--- src/rtl/adc_bridge_pkg.sv ---
`timescale 1ns/1ps
package adc_bridge_pkg;

  // Serial capture progress within a frame
  typedef enum logic [1:0] {
    PK_ALIGN   = 2'd0,  // waiting for a rising channel clock
    PK_CAPTURE = 2'd1,  // shifting bits of one channel
    PK_HOLD    = 2'd2   // slot complete, waiting for the next transition
  } pack_state_e;

  // FIFO strobe sequencer
  typedef enum logic [1:0] {
    PT_IDLE  = 2'd0,
    PT_WRITE = 2'd1,
    PT_READ  = 2'd2,
    PT_GAP   = 2'd3   // recovery so the synchronised flags catch up
  } port_state_e;

endpackage

--- src/rtl/bridge_rst_sync.sv ---
`timescale 1ns/1ps
module bridge_rst_sync #(
  parameter int STAGES = 2
) (
  input  logic clk_i,
  input  logic rst_ni,
  output logic rst_no
);

  logic [STAGES-1:0] chain_q;

  always_ff @(posedge clk_i or negedge rst_ni) begin
    if (!rst_ni) chain_q <= '0;
    else         chain_q <= {chain_q[STAGES-2:0], 1'b1};
  end

  assign rst_no = chain_q[STAGES-1];

endmodule

--- src/rtl/bridge_sync.sv ---
`timescale 1ns/1ps
module bridge_sync #(
  parameter int WIDTH  = 1,
  parameter int STAGES = 2
) (
  input  logic             clk_i,
  input  logic             rst_ni,
  input  logic [WIDTH-1:0] d_i,
  output logic [WIDTH-1:0] q_o
);

  logic [WIDTH-1:0] stage_q [STAGES];

  generate
    for (genvar s = 0; s < STAGES; s++) begin : g_stage
      logic [WIDTH-1:0] src;
      if (s == 0) begin : g_first
        assign src = d_i;
      end else begin : g_next
        assign src = stage_q[s-1];
      end
      always_ff @(posedge clk_i or negedge rst_ni) begin
        if (!rst_ni) stage_q[s] <= '0;
        else         stage_q[s] <= src;
      end
    end
  endgenerate

  assign q_o = stage_q[STAGES-1];

endmodule

--- src/rtl/bridge_packer.sv ---
`timescale 1ns/1ps
module bridge_packer
  import adc_bridge_pkg::*;
#(
  parameter int SAMPLE_BITS = 24,
  parameter int BYTE_BITS   = 8
) (
  input  logic                 clk_i,
  input  logic                 rst_ni,
  input  logic                 restart_i,
  input  logic                 bit_stb_i,
  input  logic                 bit_i,
  input  logic                 lr_rise_i,
  input  logic                 lr_fall_i,
  output logic                 byte_stb_o,
  output logic [BYTE_BITS-1:0] byte_o
);

  localparam int BYTES_PER_SAMPLE = SAMPLE_BITS / BYTE_BITS;
  localparam int BIT_CW  = $clog2(BYTE_BITS);
  localparam int BYTE_CW = (BYTES_PER_SAMPLE > 1) ? $clog2(BYTES_PER_SAMPLE) : 1;
  localparam logic [BIT_CW-1:0]  LAST_BIT  = BIT_CW'(BYTE_BITS - 1);
  localparam logic [BYTE_CW-1:0] LAST_BYTE = BYTE_CW'(BYTES_PER_SAMPLE - 1);

  pack_state_e          state_q, state_d;
  logic                 right_q, right_d;   // 1 while the right slot is current
  logic [BIT_CW-1:0]    bit_cnt_q, bit_cnt_d;
  logic [BYTE_CW-1:0]   byte_cnt_q, byte_cnt_d;
  logic [BYTE_BITS-1:0] shift_q, shift_d;
  logic                 stb_q, stb_d;
  logic [BYTE_BITS-1:0] byte_q, byte_d;

  always_comb begin
    state_d    = state_q;
    right_d    = right_q;
    bit_cnt_d  = bit_cnt_q;
    byte_cnt_d = byte_cnt_q;
    shift_d    = shift_q;
    stb_d      = 1'b0;
    byte_d     = byte_q;
    if (restart_i) begin
      state_d    = PK_ALIGN;
      right_d    = 1'b0;
      bit_cnt_d  = '0;
      byte_cnt_d = '0;
    end else begin
      unique case (state_q)
        PK_ALIGN: begin
          if (lr_rise_i) begin
            state_d    = PK_CAPTURE;
            right_d    = 1'b0;
            bit_cnt_d  = '0;
            byte_cnt_d = '0;
          end
        end
        PK_CAPTURE: begin
          if (bit_stb_i) begin
            shift_d = {shift_q[BYTE_BITS-2:0], bit_i};
            if (bit_cnt_q == LAST_BIT) begin
              stb_d     = 1'b1;
              byte_d    = shift_d;
              bit_cnt_d = '0;
              if (byte_cnt_q == LAST_BYTE) begin
                byte_cnt_d = '0;
                state_d    = PK_HOLD;
              end else begin
                byte_cnt_d = byte_cnt_q + BYTE_CW'(1);
              end
            end else begin
              bit_cnt_d = bit_cnt_q + BIT_CW'(1);
            end
          end
        end
        PK_HOLD: begin
          if (!right_q && lr_fall_i) begin
            state_d = PK_CAPTURE;
            right_d = 1'b1;
          end else if (right_q && lr_rise_i) begin
            state_d = PK_CAPTURE;
            right_d = 1'b0;
          end
        end
        default: state_d = PK_ALIGN;
      endcase
    end
  end

  always_ff @(posedge clk_i or negedge rst_ni) begin
    if (!rst_ni) begin
      state_q    <= PK_ALIGN;
      right_q    <= 1'b0;
      bit_cnt_q  <= '0;
      byte_cnt_q <= '0;
      shift_q    <= '0;
      stb_q      <= 1'b0;
      byte_q     <= '0;
    end else begin
      state_q    <= state_d;
      right_q    <= right_d;
      bit_cnt_q  <= bit_cnt_d;
      byte_cnt_q <= byte_cnt_d;
      shift_q    <= shift_d;
      stb_q      <= stb_d;
      byte_q     <= byte_d;
    end
  end

  assign byte_stb_o = stb_q;
  assign byte_o     = byte_q;

endmodule

--- src/rtl/bridge_fifo_port.sv ---
`timescale 1ns/1ps
module bridge_fifo_port
  import adc_bridge_pkg::*;
#(
  parameter int BYTE_BITS     = 8,
  parameter int STROBE_CYCLES = 2,
  parameter int GAP_CYCLES    = 3
) (
  input  logic                 clk_i,
  input  logic                 rst_ni,
  input  logic                 byte_stb_i,
  input  logic [BYTE_BITS-1:0] byte_i,
  input  logic                 rx_avail_i,
  input  logic                 tx_full_i,
  output logic                 restart_o,
  output logic                 wr_o,
  output logic                 rd_o,
  output logic                 oe_o,
  output logic [BYTE_BITS-1:0] data_o,
  output logic                 overflow_o
);

  localparam int CNT_MAX = (STROBE_CYCLES > GAP_CYCLES) ? STROBE_CYCLES : GAP_CYCLES;
  localparam int CNT_W   = $clog2(CNT_MAX + 1);
  localparam logic [CNT_W-1:0] STB_LAST = CNT_W'(STROBE_CYCLES - 1);
  localparam logic [CNT_W-1:0] GAP_LAST = CNT_W'(GAP_CYCLES - 1);

  port_state_e          state_q, state_d;
  logic [CNT_W-1:0]     cnt_q, cnt_d;
  logic                 pend_vld_q, pend_vld_d;
  logic [BYTE_BITS-1:0] pend_q, pend_d;
  logic [BYTE_BITS-1:0] bus_q, bus_d;
  logic                 ovf_q, ovf_d;
  logic                 host_start, write_start, ovf_evt;

  always_comb begin
    host_start  = (state_q == PT_IDLE) && rx_avail_i;
    write_start = (state_q == PT_IDLE) && !rx_avail_i && pend_vld_q && !tx_full_i;
    ovf_evt     = byte_stb_i && pend_vld_q && !write_start && !host_start;
    restart_o   = host_start || ovf_evt;

    state_d = state_q;
    cnt_d   = cnt_q;
    bus_d   = bus_q;
    unique case (state_q)
      PT_IDLE: begin
        cnt_d = '0;
        if (host_start) begin
          state_d = PT_READ;
        end else if (write_start) begin
          state_d = PT_WRITE;
          bus_d   = pend_q;
        end
      end
      PT_WRITE, PT_READ: begin
        if (cnt_q == STB_LAST) begin
          state_d = PT_GAP;
          cnt_d   = '0;
        end else begin
          cnt_d = cnt_q + CNT_W'(1);
        end
      end
      PT_GAP: begin
        if (cnt_q == GAP_LAST) begin
          state_d = PT_IDLE;
          cnt_d   = '0;
        end else begin
          cnt_d = cnt_q + CNT_W'(1);
        end
      end
      default: state_d = PT_IDLE;
    endcase

    pend_vld_d = pend_vld_q;
    pend_d     = pend_q;
    if (host_start || ovf_evt) begin
      pend_vld_d = 1'b0;
    end else if (byte_stb_i) begin
      pend_vld_d = 1'b1;
      pend_d     = byte_i;
    end else if (write_start) begin
      pend_vld_d = 1'b0;
    end

    ovf_d = ovf_q;
    if (host_start)   ovf_d = 1'b0;
    else if (ovf_evt) ovf_d = 1'b1;
  end

  always_ff @(posedge clk_i or negedge rst_ni) begin
    if (!rst_ni) begin
      state_q    <= PT_IDLE;
      cnt_q      <= '0;
      pend_vld_q <= 1'b0;
      pend_q     <= '0;
      bus_q      <= '0;
      ovf_q      <= 1'b0;
    end else begin
      state_q    <= state_d;
      cnt_q      <= cnt_d;
      pend_vld_q <= pend_vld_d;
      pend_q     <= pend_d;
      bus_q      <= bus_d;
      ovf_q      <= ovf_d;
    end
  end

  assign wr_o       = (state_q == PT_WRITE);
  assign rd_o       = (state_q == PT_READ);
  assign oe_o       = (state_q == PT_WRITE);
  assign data_o     = bus_q;
  assign overflow_o = ovf_q;

endmodule

--- src/rtl/adc_byte_bridge.sv ---
`timescale 1ns/1ps
module adc_byte_bridge #(
  parameter int SAMPLE_BITS   = 24,
  parameter int BYTE_BITS     = 8,
  parameter int SYNC_STAGES   = 2,
  parameter int STROBE_CYCLES = 2
) (
  input  logic                 clk_i,
  input  logic                 rst_ni,
  input  logic                 bclk_i,
  input  logic                 lrclk_i,
  input  logic                 sdata_i,
  input  logic                 rx_avail_i,
  input  logic                 tx_full_i,
  output logic                 wr_o,
  output logic                 rd_o,
  output logic [BYTE_BITS-1:0] data_o,
  output logic                 data_oe_o,
  output logic                 overflow_o
);

  localparam int GAP_CYCLES = SYNC_STAGES + 1;
  localparam int SETTLE     = SYNC_STAGES + 1;
  localparam int SET_W      = $clog2(SETTLE + 1);
  localparam int N_SYNC     = 5;

  logic              rst_n;
  logic [N_SYNC-1:0] sync_w;
  logic              s_bclk, s_lr, s_sd, s_rx, s_tx;
  logic              bclk_q, lr_q;
  logic [SET_W-1:0]  settle_q, settle_d;
  logic              settled;
  logic              bit_stb, lr_rise, lr_fall;
  logic              restart;
  logic              byte_stb;
  logic [BYTE_BITS-1:0] byte_w;

  bridge_rst_sync #(.STAGES(SYNC_STAGES)) u_rst_sync (
    .clk_i  (clk_i),
    .rst_ni (rst_ni),
    .rst_no (rst_n)
  );

  bridge_sync #(.WIDTH(N_SYNC), .STAGES(SYNC_STAGES)) u_in_sync (
    .clk_i  (clk_i),
    .rst_ni (rst_n),
    .d_i    ({tx_full_i, rx_avail_i, sdata_i, lrclk_i, bclk_i}),
    .q_o    (sync_w)
  );

  assign {s_tx, s_rx, s_sd, s_lr, s_bclk} = sync_w;

  // Edge detection, gated until the synchroniser outputs are meaningful
  always_comb begin
    settled  = (settle_q == SET_W'(SETTLE));
    settle_d = settled ? settle_q : settle_q + SET_W'(1);
    bit_stb  = settled && s_bclk && !bclk_q;
    lr_rise  = settled && s_lr && !lr_q;
    lr_fall  = settled && !s_lr && lr_q;
  end

  always_ff @(posedge clk_i or negedge rst_n) begin
    if (!rst_n) begin
      bclk_q   <= 1'b0;
      lr_q     <= 1'b0;
      settle_q <= '0;
    end else begin
      bclk_q   <= s_bclk;
      lr_q     <= s_lr;
      settle_q <= settle_d;
    end
  end

  bridge_packer #(.SAMPLE_BITS(SAMPLE_BITS), .BYTE_BITS(BYTE_BITS)) u_packer (
    .clk_i      (clk_i),
    .rst_ni     (rst_n),
    .restart_i  (restart),
    .bit_stb_i  (bit_stb),
    .bit_i      (s_sd),
    .lr_rise_i  (lr_rise),
    .lr_fall_i  (lr_fall),
    .byte_stb_o (byte_stb),
    .byte_o     (byte_w)
  );

  bridge_fifo_port #(
    .BYTE_BITS     (BYTE_BITS),
    .STROBE_CYCLES (STROBE_CYCLES),
    .GAP_CYCLES    (GAP_CYCLES)
  ) u_port (
    .clk_i      (clk_i),
    .rst_ni     (rst_n),
    .byte_stb_i (byte_stb),
    .byte_i     (byte_w),
    .rx_avail_i (settled && s_rx),
    .tx_full_i  (s_tx),
    .restart_o  (restart),
    .wr_o       (wr_o),
    .rd_o       (rd_o),
    .oe_o       (data_oe_o),
    .data_o     (data_o),
    .overflow_o (overflow_o)
  );

endmodule

--- config.mk ---
export PLATFORM = sky130hd
export DESIGN_NAME = adc_byte_bridge
export DESIGN_NICKNAME = d
export VERILOG_FILES = /design/src/rtl/adc_bridge_pkg.sv /design/src/rtl/bridge_rst_sync.sv /design/src/rtl/bridge_sync.sv /design/src/rtl/bridge_packer.sv /design/src/rtl/bridge_fifo_port.sv /design/src/rtl/adc_byte_bridge.sv
export SDC_FILE = /design/constraint.sdc
export NUM_CORES = 1
export LEC_CHECK = 0
export ABC_AREA = 1
export ABC_CLOCK_PERIOD_IN_PS = 2400
export BUFFER_PORTS_ARGS = -buffer_cell sky130_fd_sc_hd__buf_2
export CORE_ASPECT_RATIO = 1.5
export CORE_MARGIN = 5
export CORE_UTILIZATION = 45
export CTS_CLUSTER_DIAMETER = 80
export DETAILED_ROUTE_END_ITERATION = 7
export GPL_TIMING_DRIVEN = 0
export HOLD_SLACK_MARGIN = 0.05
export SLEW_MARGIN = 15
export SYNTH_ARGS = -nofsm -noshare
export SYNTH_HDL_FRONTEND = slang
export SYNTH_SLANG_ARGS = --single-unit
export TNS_END_PERCENT = 5
--- constraint.sdc ---
create_clock -name clk_i -period 2.4 [get_ports clk_i]
set_input_delay 0.36 -clock clk_i [delete_from_list [all_inputs] [get_ports clk_i]]
set_output_delay 0.36 -clock clk_i [all_outputs]
set_load 0.01 [all_outputs]
==> out/results.ini <==
[clock_tree]
ctsResizeCount=0
clk_pin_slew_ns=0.07
root_buffer=clkbuf_8
clkLatencyLatePin_ns=0.33
cts_setup_buffers=0
htree_levels=3
cts_tree=yes
clock-sinks=62
cts_inserted_buffers=9
clockBufferDepth=2
ctsHoldBuffers=1

[global_routing]
grt-busiest-layer=met2
overflow=0
grt_max_degree=47
antenna_found_initial=0
grt_use_met2_pct=20.0
grtUsageMet3_pct=3.19
grt_pass1_vias=1741
grtUsageMet1_pct=17.1
grt_use_total_pct=13.2
grt_pass1_wl_mm=7.85

[synth]
postSynthCellCount=253
synth_cell_types=27
yosys.area_share.adder_pct=3.77
synth-xor-area-share_pct=0.330
yosys_register_bits=62
synth_area_sq_um=2650
synthSimpleGateAreaFrac_pct=20.7
synth_top_family_by_area=simple AND/OR/NAND/NOR gates
avgSynthCellArea_sq_um=10.5
synth.net_count=268
muxShareOfSynthArea_pct=3.82
seq_area_frac_synth_pct=58.5
yosysWarnings=0
synth_compound_area_share_pct=7.78

[routing]
vias=1745
drt_drc_violations_left=0
routed_wl_mm=4.23
drtAntennaViolNets=0
wl_per_cell_um=11.7
via_per_inst=4.83
drt_iter0_markers=111
dr.pass1.iters=4

[critical_path]
ff2ff_setup_slack_ns=0.50
slowest_stage=dfrtp_1
worstSetupStartpointType=register
worstPathCellList=ha_1, buf_4, nand2_2, nand2_4, nor2_8, nor2_2, nor2_4, buf_4, nand2_2, nand2_1, nand2_1
crit_family=simple AND/OR/NAND/NOR gates
path_max_fanout=10
path_class=reg -> reg
path_buf_inv=2
setup.worst_path.end_class=register
max_stage_delay_ns=0.40
crit_required_ns=2.62
cp.arrival_ns=2.12

[floorplan]
die-area_sq_um=7560
die_w_um=72.7
std_cell_rows=34
ios=19
core-area_sq_um=5790
fp.dieH_um=104
start_util_pct=45.8

[cells_and_area]
layout_common_cells=dfrtp_1, nand2_1, inv_1, nand3_1, buf_2
fillers=560
drive_above_1_share_pct=25.6
final_util_pct=53.1
antenna_cells=0
instances_no_fill=361
num-nets-final=299
areaGrowthSynthToFinish_pct=15.8
layout_commonest_cell=dfrtp_1

[worst_hold_path]
min-delay-path-class=in -> reg

[sta]
hold_viol=0
fin_skew_ns=0.00683
min_period_ns=1.90
setup_viol=0
holdWs_ns=0.130
fmaxAchievable_mhz=525
post-route-period-util_pct=79.3
drv_slew=0
rsz0062_at_grt=false

[power_and_ir_drop]
p_seq_share_pct=43.4
swShare_pct=32.7
internal-power_uw=1920
p_per_area_nw_per_um2=928
leakagePower_uw=0.00158
switchingPower_uw=933
ir_drop_uv=437
combinationalPowerShare_pct=25.2
clkPwrFrac_pct=31.3

[placement]
hpwlAfterDp_mm=3.10
io_buffers=18
gp_congestion=0.769
placedCellCount=344

[outcome]
status=complete, no violations

[job]
drv_cap=0

-- Yosys cell counts --
| library cell | number | share of area, % |
|---|---|---|
| ha_1 | 8 | 3.8 |
| mux2_2 | 9 | 3.8 |
| o21ai_0 | 9 | 1.7 |
| nor2_1 | 13 | 1.8 |
| o21ai_2 | 8 | 2.6 |
| nor2_4 | 1 | 0.42 |
| and2_1 | 1 | 0.24 |
| or2_2 | 1 | 0.24 |
| nand4_1 | 5 | 1.2 |
| o21bai_4 | 1 | 0.71 |
| nand3_1 | 19 | 3.6 |
| nand2_2 | 5 | 1.2 |
| a21oi_1 | 5 | 0.94 |
| buf_2 | 1 | 0.19 |
| buf_4 | 3 | 0.85 |
| nand2_4 | 2 | 0.85 |
| nand3_4 | 1 | 0.66 |
| xnor2_1 | 1 | 0.33 |
| nor2_2 | 2 | 0.47 |
| a211oi_1 | 1 | 0.28 |
| nand2_1 | 60 | 8.5 |
| dfrtp_1 | 62 | 58 |
| inv_1 | 22 | 3.1 |
| buf_6 | 2 | 0.85 |
| nor2_8 | 2 | 1.5 |
| conb_1 | 1 | 0.14 |
| o21ai_1 | 8 | 1.5 |
-- registers in the layout (all words and copies together), names as in the netlist --
name                   count
u_packer.byte_o            8
u_port.data_o              8
u_port.pend_q              8
u_packer.shift_q           7
u_in_sync.g_stage.src      5
u_in_sync.q_o              5
u_packer.bit_cnt_q         3
settle_q                   2
u_packer.byte_cnt_q        2
u_packer.state_q           2
u_port.cnt_q               2
u_port.state_q             2
u_rst_sync.chain_q         2
bclk_q                     1
lr_q                       1
u_packer.byte_stb_o        1
u_packer.right_q           1
u_port.overflow_o          1
u_port.pend_vld_q          1
-- routing by layer --
metal / share of wire (%) / vias to the layer above
met1: 46 / 820
met3: 3.8 / 9
met4: 2.7 / 0
li1: - / 890
met5: 0 / -
met2: 48 / 26
-- kinds of logic (layout without fill, tap and decap cells) --
logic type / after synthesis / in the layout
AOI/OAI and AO/OA: 32 / 32
xor gates and xnor gates: 1 / 1
adders and majority gates: 8 / 8
buffers and inverters: 28 / 64
DFF: 62 / 62
muxes: 9 / 9
other: 1 / 1
and+or+nand+nor: 112 / 112
-- cell type report --
cell class / instances / area (sq um) / area share [%]
inverters: 22 / 82.6 / 2.69
repair buffers: 20 / 128 / 4.15
well taps: 72 / 90.1 / 2.93
clock buffers: 10 / 138 / 4.48
plain buffers: 6 / 50.0 / 1.63
multi-input cells: 163 / 968 / 31.5
flip-flops and latches: 62 / 1560 / 50.6
clock inverters: 6 / 61.3 / 2.00
-- power groups by stage --
stage	registers, uW	clock network [uW]	logic, uW
after floorplan	1250	0	566
after global placement	1270	0	691
after detailed placement	1260	0	728
after CTS	1240	931	737
after global routing	1260	980	836
final	1240	894	720
-- final timing paths --
path                                                      start                                     to  cells after the start
worst max register to register          settle_q[0]$_DFFE_PN0P_           u_port.pend_q[0]$_DFFE_PN0P_                     11
worst min register to register  u_rst_sync.chain_q[1]$_DFF_PN0_             u_in_sync.q_o[1]$_DFF_PN0_                      0
worst min-delay path                                 rx_avail_i  u_in_sync.g_stage[1].src[3]$_DFF_PN0_                      1
worst max-delay path                    settle_q[0]$_DFFE_PN0P_           u_port.pend_q[0]$_DFFE_PN0P_                     11
min in group asynchronous       u_rst_sync.chain_q[1]$_DFF_PN0_             u_in_sync.q_o[1]$_DFF_PN0_                      0
max in group asynchronous       u_rst_sync.chain_q[1]$_DFF_PN0_           u_port.data_o[0]$_DFFE_PN0P_                      1
-- per-stage QoR --
step / worst slack (ns) / instance area, sq um / power (uW) / TNS [ns]
6_report: 0.497 / 3070 / 2850 / 0
5_1_grt: 0.350 / 3070 / 3070 / 0
4_1_cts: 0.468 / 3070 / 2910 / 0
3_5_place_dp: 0.492 / 2860 / 1990 / 0
3_3_place_gp: -0.181 / 2830 / 1960 / -10.56
2_1_floorplan: 0.546 / 2650 / 1820 / 0
Power figures use the tool's default switching activity.
